[src/rtl/ocu_pkg.sv]
package ocu_pkg;

  localparam int NUM_CH      = 2;
  localparam int CTL_W       = 8;
  localparam int MODE_LSB    = 4;
  localparam int PWM_BIT     = 6;
  localparam int FRC_LSB     = 2;

  typedef enum logic [1:0] {
    OM_OFF    = 2'd0,
    OM_TOGGLE = 2'd1,
    OM_CLEAR  = 2'd2,
    OM_SET    = 2'd3
  } out_mode_e;

  typedef struct packed {
    logic      pwm;
    out_mode_e mode;
  } ch_cfg_t;

  // Whether a channel acts this cycle: a real match always counts,
  // a force only outside PWM; mode OFF never acts.
  function automatic logic ch_fires(ch_cfg_t cfg, logic match, logic frc);
    return (cfg.mode != OM_OFF) && (match || (frc && !cfg.pwm));
  endfunction

  // Level after an action, given the mode, the PWM enable and direction.
  function automatic logic ch_next(ch_cfg_t cfg, logic up, logic cur);
    logic nxt;
    unique case (cfg.mode)
      OM_TOGGLE: nxt = ~cur;
      OM_CLEAR:  nxt = cfg.pwm ? ~up : 1'b0;
      OM_SET:    nxt = cfg.pwm ?  up : 1'b1;
      default:   nxt = cur;
    endcase
    return nxt;
  endfunction

endpackage

[src/rtl/ocu_ctl_decode.sv]
module ocu_ctl_decode
  import ocu_pkg::*;
(
  input  logic [CTL_W-1:0]          main_ctl_i,
  input  logic [CTL_W-1:0]          gen_ctl_i,
  input  logic                      gen_ctl_we_i,
  output ch_cfg_t [NUM_CH-1:0]      cfg_o,
  output logic    [NUM_CH-1:0]      frc_o,
  output logic    [CTL_W-1:0]       gen_rd_o
);

  localparam logic [CTL_W-1:0] FRC_MASK = CTL_W'(((1 << NUM_CH) - 1) << FRC_LSB);

  for (genvar ch = 0; ch < NUM_CH; ch++) begin : g_ch
    logic [CTL_W-1:0] src;
    if (ch == 0) begin : g_main
      assign src = main_ctl_i;
    end else begin : g_gen
      assign src = gen_ctl_i;
    end
    assign cfg_o[ch].pwm  = src[PWM_BIT];
    assign cfg_o[ch].mode = out_mode_e'(src[MODE_LSB +: 2]);
    assign frc_o[ch]      = gen_ctl_we_i && gen_ctl_i[FRC_LSB + ch];
  end

  assign gen_rd_o = gen_ctl_i & ~FRC_MASK;

endmodule

[src/rtl/ocu_channel.sv]
module ocu_channel
  import ocu_pkg::*;
(
  input  logic    clk,
  input  logic    rst_n,
  input  ch_cfg_t cfg_i,
  input  logic    match_i,
  input  logic    frc_i,
  input  logic    count_up_i,
  output logic    fire_o,
  output logic    pin_en_o,
  output logic    pin_val_o
);

  logic lvl_q;

  assign fire_o   = ch_fires(cfg_i, match_i, frc_i);
  assign pin_en_o = (cfg_i.mode != OM_OFF);

  always_ff @(posedge clk or negedge rst_n) begin
    if (!rst_n) begin
      lvl_q <= 1'b0;
    end else if (fire_o) begin
      lvl_q <= ch_next(cfg_i, count_up_i, lvl_q);
    end
  end

  assign pin_val_o = lvl_q;

endmodule

[src/rtl/ocu_dual.sv]
module ocu_dual
  import ocu_pkg::*;
(
  input  logic             clk,
  input  logic             rst_n,
  input  logic [7:0]       main_ctl_i,
  input  logic [7:0]       gen_ctl_i,
  input  logic             gen_ctl_we_i,
  output logic [7:0]       gen_ctl_rd_o,
  input  logic             match_a_i,
  input  logic             match_b_i,
  input  logic             count_up_i,
  output logic             pin_a_en_o,
  output logic             pin_a_val_o,
  output logic             pin_b_en_o,
  output logic             pin_b_val_o
);

  ch_cfg_t [NUM_CH-1:0] cfg_w;
  logic    [NUM_CH-1:0] frc_w;
  logic    [NUM_CH-1:0] match_w;
  logic    [NUM_CH-1:0] fire_w;
  logic    [NUM_CH-1:0] en_w;
  logic    [NUM_CH-1:0] val_w;

  assign match_w = {match_b_i, match_a_i};

  ocu_ctl_decode u_dec (
    .main_ctl_i   (main_ctl_i),
    .gen_ctl_i    (gen_ctl_i),
    .gen_ctl_we_i (gen_ctl_we_i),
    .cfg_o        (cfg_w),
    .frc_o        (frc_w),
    .gen_rd_o     (gen_ctl_rd_o)
  );

  for (genvar ch = 0; ch < NUM_CH; ch++) begin : g_chan
    ocu_channel u_ch (
      .clk        (clk),
      .rst_n      (rst_n),
      .cfg_i      (cfg_w[ch]),
      .match_i    (match_w[ch]),
      .frc_i      (frc_w[ch]),
      .count_up_i (count_up_i),
      .fire_o     (fire_w[ch]),
      .pin_en_o   (en_w[ch]),
      .pin_val_o  (val_w[ch])
    );
  end

  assign pin_a_en_o  = en_w[0];
  assign pin_a_val_o = val_w[0];
  assign pin_b_en_o  = en_w[1];
  assign pin_b_val_o = val_w[1];

endmodule

[config.mk]
export PLATFORM = sky130hd
export DESIGN_NAME = ocu_dual
export DESIGN_NICKNAME = d
export VERILOG_FILES = /design/src/rtl/ocu_pkg.sv /design/src/rtl/ocu_ctl_decode.sv /design/src/rtl/ocu_channel.sv /design/src/rtl/ocu_dual.sv
export SDC_FILE = /design/constraint.sdc
export NUM_CORES = 1
export LEC_CHECK = 0
export ABC_AREA = 1
export BUFFER_PORTS_ARGS = -buffer_cell sky130_fd_sc_hd__buf_4
export CORE_AREA = 5 5 42 44
export CTS_CLUSTER_SIZE = 40
export DETAILED_ROUTE_END_ITERATION = 10
export DIE_AREA = 0 0 47 49
export PLACE_DENSITY = 0.66
export SYNTH_ARGS = -nofsm -noshare
export SYNTH_HDL_FRONTEND = slang
export SYNTH_SLANG_ARGS = --single-unit
[constraint.sdc]
create_clock -name clk -period 0.9 [get_ports clk]
set_input_delay 0.09 -clock clk [delete_from_list [all_inputs] [get_ports clk]]
set_output_delay 0.09 -clock clk [all_outputs]
set_load 0.02 [all_outputs]
# After elaboration in Yosys (flattened, before gate mapping)
# Index checks and enable logic that the tools add are counted.
# op_classes
n_eq_ne	6
n_mux	6
bitwise_logic	3
reduce_logical	16
# op_table
cell	n
== test 2 bit, second input constant	4
logical AND 1 bit	6
one-hot mux 1 bit (3 select lines)	2
nonzero test 3 bit	2
== test 2 x 1 -> 1 bit, second input constant	2
two-way mux 1 bit	4
AND reduction 2 bit	2
nonzero test 2 bit	2
inverter 1 bit	3
logical NOT 1 bit	2
logical OR 1 bit	2
# totals
ff_bits	2
input_bits	22
out_inout_bits	12
wordCells	33

# Logic depth before layout (Yosys ltp)
# logic_depth
word_depth	5
mapped_depth	6
mapped_depth_nobuf	6

# Hierarchy
# Synthesis repeated with hierarchy kept, for this count alone.
# hier_totals
cells_unflattened	63
hier_area_um2	369.1
# modules_own_cells
module	instances	cells_each	area_each_um2	seq_area_each_um2
ocu_channel	2	22	122.6	25.0
ocu_ctl_decode	1	19	123.9	0.0

# Least setup slack after synthesis
# No wires, ideal clock.
# synth_path
path_type	reg-to-reg
from	register g_chan[1].u_ch.lvl_q
to	register g_chan[1].u_ch.lvl_q
setup_time_ns	0.065
arrival_time_ns	0.839
required_ns	0.835
path_slack_ns	-0.004
path_stages_with_launch	5
n_path_buf	0
period_less_slack_ns	0.904
cell_sequence	dfrtp_1 > or2_0 > nand3_1 > nand2_1 > nand2_1
# synth_between
elab_chain_len	2
# synth_rtl
element	line_no	rtl
from (decl)	ocu_channel.sv:15	logic lvl_q;
from (signal assigned)	ocu_channel.sv:24	lvl_q <= ch_next(cfg_i, count_up_i, lvl_q);
inverter 1 bit	ocu_pkg.sv:31	OM_TOGGLE: nxt = ~cur;
one-hot mux 1 bit (3 select lines)	ocu_pkg.sv:30	unique case (cfg.mode)
# Every way passes these cells.
# A chain may end at the register's enable or synchronous reset.

# Worst setup path in the final report
# layout_path
from	register g_chan[1].u_ch.lvl_q
to	output pin_b_val_o
# layout_rtl
element	line_no	rtl
to (decl)	ocu_dual.sv:16	output logic pin_b_val_o
# No word-level cell between the ends.

==> out/results.ini <==
[place]
place_ws_ns=0.0449
postPlaceCellArea_um2=403
io_buffers=20
globalplace.congestion=0.740
hpwl_um=624

[timing]
period_minus_slack_ns=0.872
setup_viol_count_final=0
rsz0062_at_grt=yes
clock_skew_ns=0
finalWorstSetupSlack_ns=0.0281
period_share=0.969
hold_viol=0
max_freq_mhz=1150
fin_setup_tns_ns=0
slew_viol_final=0

[floorplanning]
ioPinCount=34
row_count=14
die_h_um=49
start_util=0.205
design.die.area_um2=2300
die_w_um=47
core_area_um2=1400

[layout]
fin_area_um2=443
largest_reg_flops=2
seqCellArea_um2=51.3
multi_input_area_um2=140
n_fill_cell=173
n_antenna_cell=0
drive_gt1_frac=0.333
fin_nets=95
area.growth.synth_to_final_pct=53.9

[yosys]
synth.top_cell.area_share=0.235
synth_edf_count=0
synth-main-ff-cell=dfrtp_1
syn_inst=54
synth_area_leaders=nand2_1 23%, buf_4 21%, dfrtp_1 17%, inv_1 14%, nor2_1 7.8%
synth_warnings=0
yosysUniqueCellTypes=10
synth_common_cells=18 x nand2_1, 11 x inv_1, 8 x buf_4
ys_ff_latch=2
syn_avg_cell_area_um2=5.33
postSynth.asyncResetShare=1.00
synth_top_area_cell=nand2_1
synth_most_common_cell=nand2_1
yosysSeqAreaShare=0.174
synth_area_um2=288

[run]
max_cap_viol_count=0

[routing]
drc=0
drt_wl_total_um=741
drtIter0Drc=4
vias=334
viasPerCell=3.80
wl_per_cell_um=8.42
first_pass_iters=4
ant_nets=0

[outcome]
status=finished clean

[worst_setup_path]
crit_type=register to output pin
crit_buf_inv=1
critPathMaxStageDelay_ns=0.41
path_cells=buf_6
critPathRequiredTime_ns=0.81
worstReg2RegStart=g_chan[1].u_ch.pin_val_o
critPathSlowestCell=dfrtp_2
end_kind=output pin
rr_endpoint=g_chan[1].u_ch.pin_val_o
cpLargestDelayFamily=flip-flops
r2r_setup_slack_ns=0.05
start_kind=register
path_max_fanout=3
cp.arrival_ns=0.78
r2r_cells=4

[grt]
grt_pass1_vias=298
grt_pass1_wl_mm=1.13
antenna_found_initial=0
grt-ovfl-total=0
track_usage=0.0724
grt_max_degree=6

[cts]
cts.htree.levels=1
postCtsSetupBuffers=0
cts_max_path_buffers=2
clock_sinks=2
tritoncts=yes
clk_pin_slew_ns=0.04
clock-root-buffer=clkbuf_4
worst_skew_pair.late_latency_ns=0.22
cts_buffers=3

[power_and_ir_drop]
p_total_uw=568
vdd_drop_max_uv=529
leakagePower_nw=0.277
pwr_density_cell_nw_per_um2=1280

[hold_path]
hold_class=input pin to asynchronous set/reset pin

==> routing by layer <==
metal,routed length [µm],track usage,share of wire
met5,0,0,0
met4,21,0.0691,0.028
met3,88,0.0369,0.12
met2,378,0.113,0.51
met1,251,0.0613,0.34
==> cells by family (layout without fill, tap and decap cells) <==
logic type | after synthesis | after routing | synth area share
DFF | 2 | 2 | 0.174
other | 1 | 2 | 0.0130
buffers and inverters | 19 | 36 | 0.352
and+or+nand+nor | 30 | 30 | 0.426
AOI/OAI and AO/OA | 2 | 2 | 0.0348
==> worst max path at each step <==
stage | from | to | slack, ns | depth (start not counted)
after global routing | g_chan[1].u_ch.pin_val_o | g_chan[1].u_ch.pin_val_o | -0.01 | 4
after global placement | g_chan[1].u_ch.pin_val_o | g_chan[1].u_ch.pin_val_o | 0.04 | 4
after floorplan | g_chan[0].u_ch.pin_val_o | g_chan[0].u_ch.pin_val_o | 0.008 | 4
final | g_chan[1].u_ch.pin_val_o | pin_b_val_o | 0.03 | 1
after detailed placement | g_chan[1].u_ch.pin_val_o | g_chan[1].u_ch.pin_val_o | 0.04 | 4
after CTS | g_chan[1].u_ch.pin_val_o | pin_b_val_o | 0.003 | 1
==> metrics by stage <==
stage / util / instances / hold slack, ns
2_1_floorplan: - / 55 / -0.206
3_3_place_gp: 0.288 / 83 / -0.127
3_5_place_dp: 0.288 / 83 / -0.126
4_1_cts: 0.313 / 88 / 0.180
5_1_grt: 0.316 / 88 / 0.180
6_report: 0.316 / 88 / 0.179
==> area by class of cell <==
cell class | instances | share of cell area
flip-flops and latches | 2 | 0.116
well taps | 16 | 0.0452
repair buffers | 21 | 0.370
clock buffers | 4 | 0.0593
multi-input cells | 34 | 0.316
inverters | 11 | 0.0932
==> what timing repair did <==
item                                    in CTS  in global routing
hold buffers                                 1                  0
hold endpoints to repair                     2                  0
endpoints found under the setup margin       0                  3
gates resized for setup                      0                  1
==> power breakdown <==
| group | internal, mW | total, mW | leakage (nW) | switching (mW) |
|---|---|---|---|---|
| logic | 0.108 | 0.218 | 0.239 | 0.110 |
| registers | 0.108 | 0.121 | 0.0234 | 0.0130 |
| clock network | 0.165 | 0.229 | 0.0150 | 0.0638 |
| total | 0.382 | 0.568 | 0.277 | 0.187 |
==> cell usage in the layout, fill, tap and decap left out, drive strengths merged <==
cell type,synthesis,layout
a21oi,2,2
nand3,4,4
or2,2,2
buf,8,20
clkbuf,0,4
inv,11,11
dlygate4sd3,0,1
conb,1,2
nor2,6,6
dfrtp,2,2
nand2,18,18
==> worst reg2reg max path: stages, from the launching register on <==
cell	delay (ns)
dfrtp_2	0.41
or2_0	0.20
nand3_1	0.08
nand2_1	0.05
nand2_1	0.05
No activity file was read; power rests on OpenSTA's default activity.
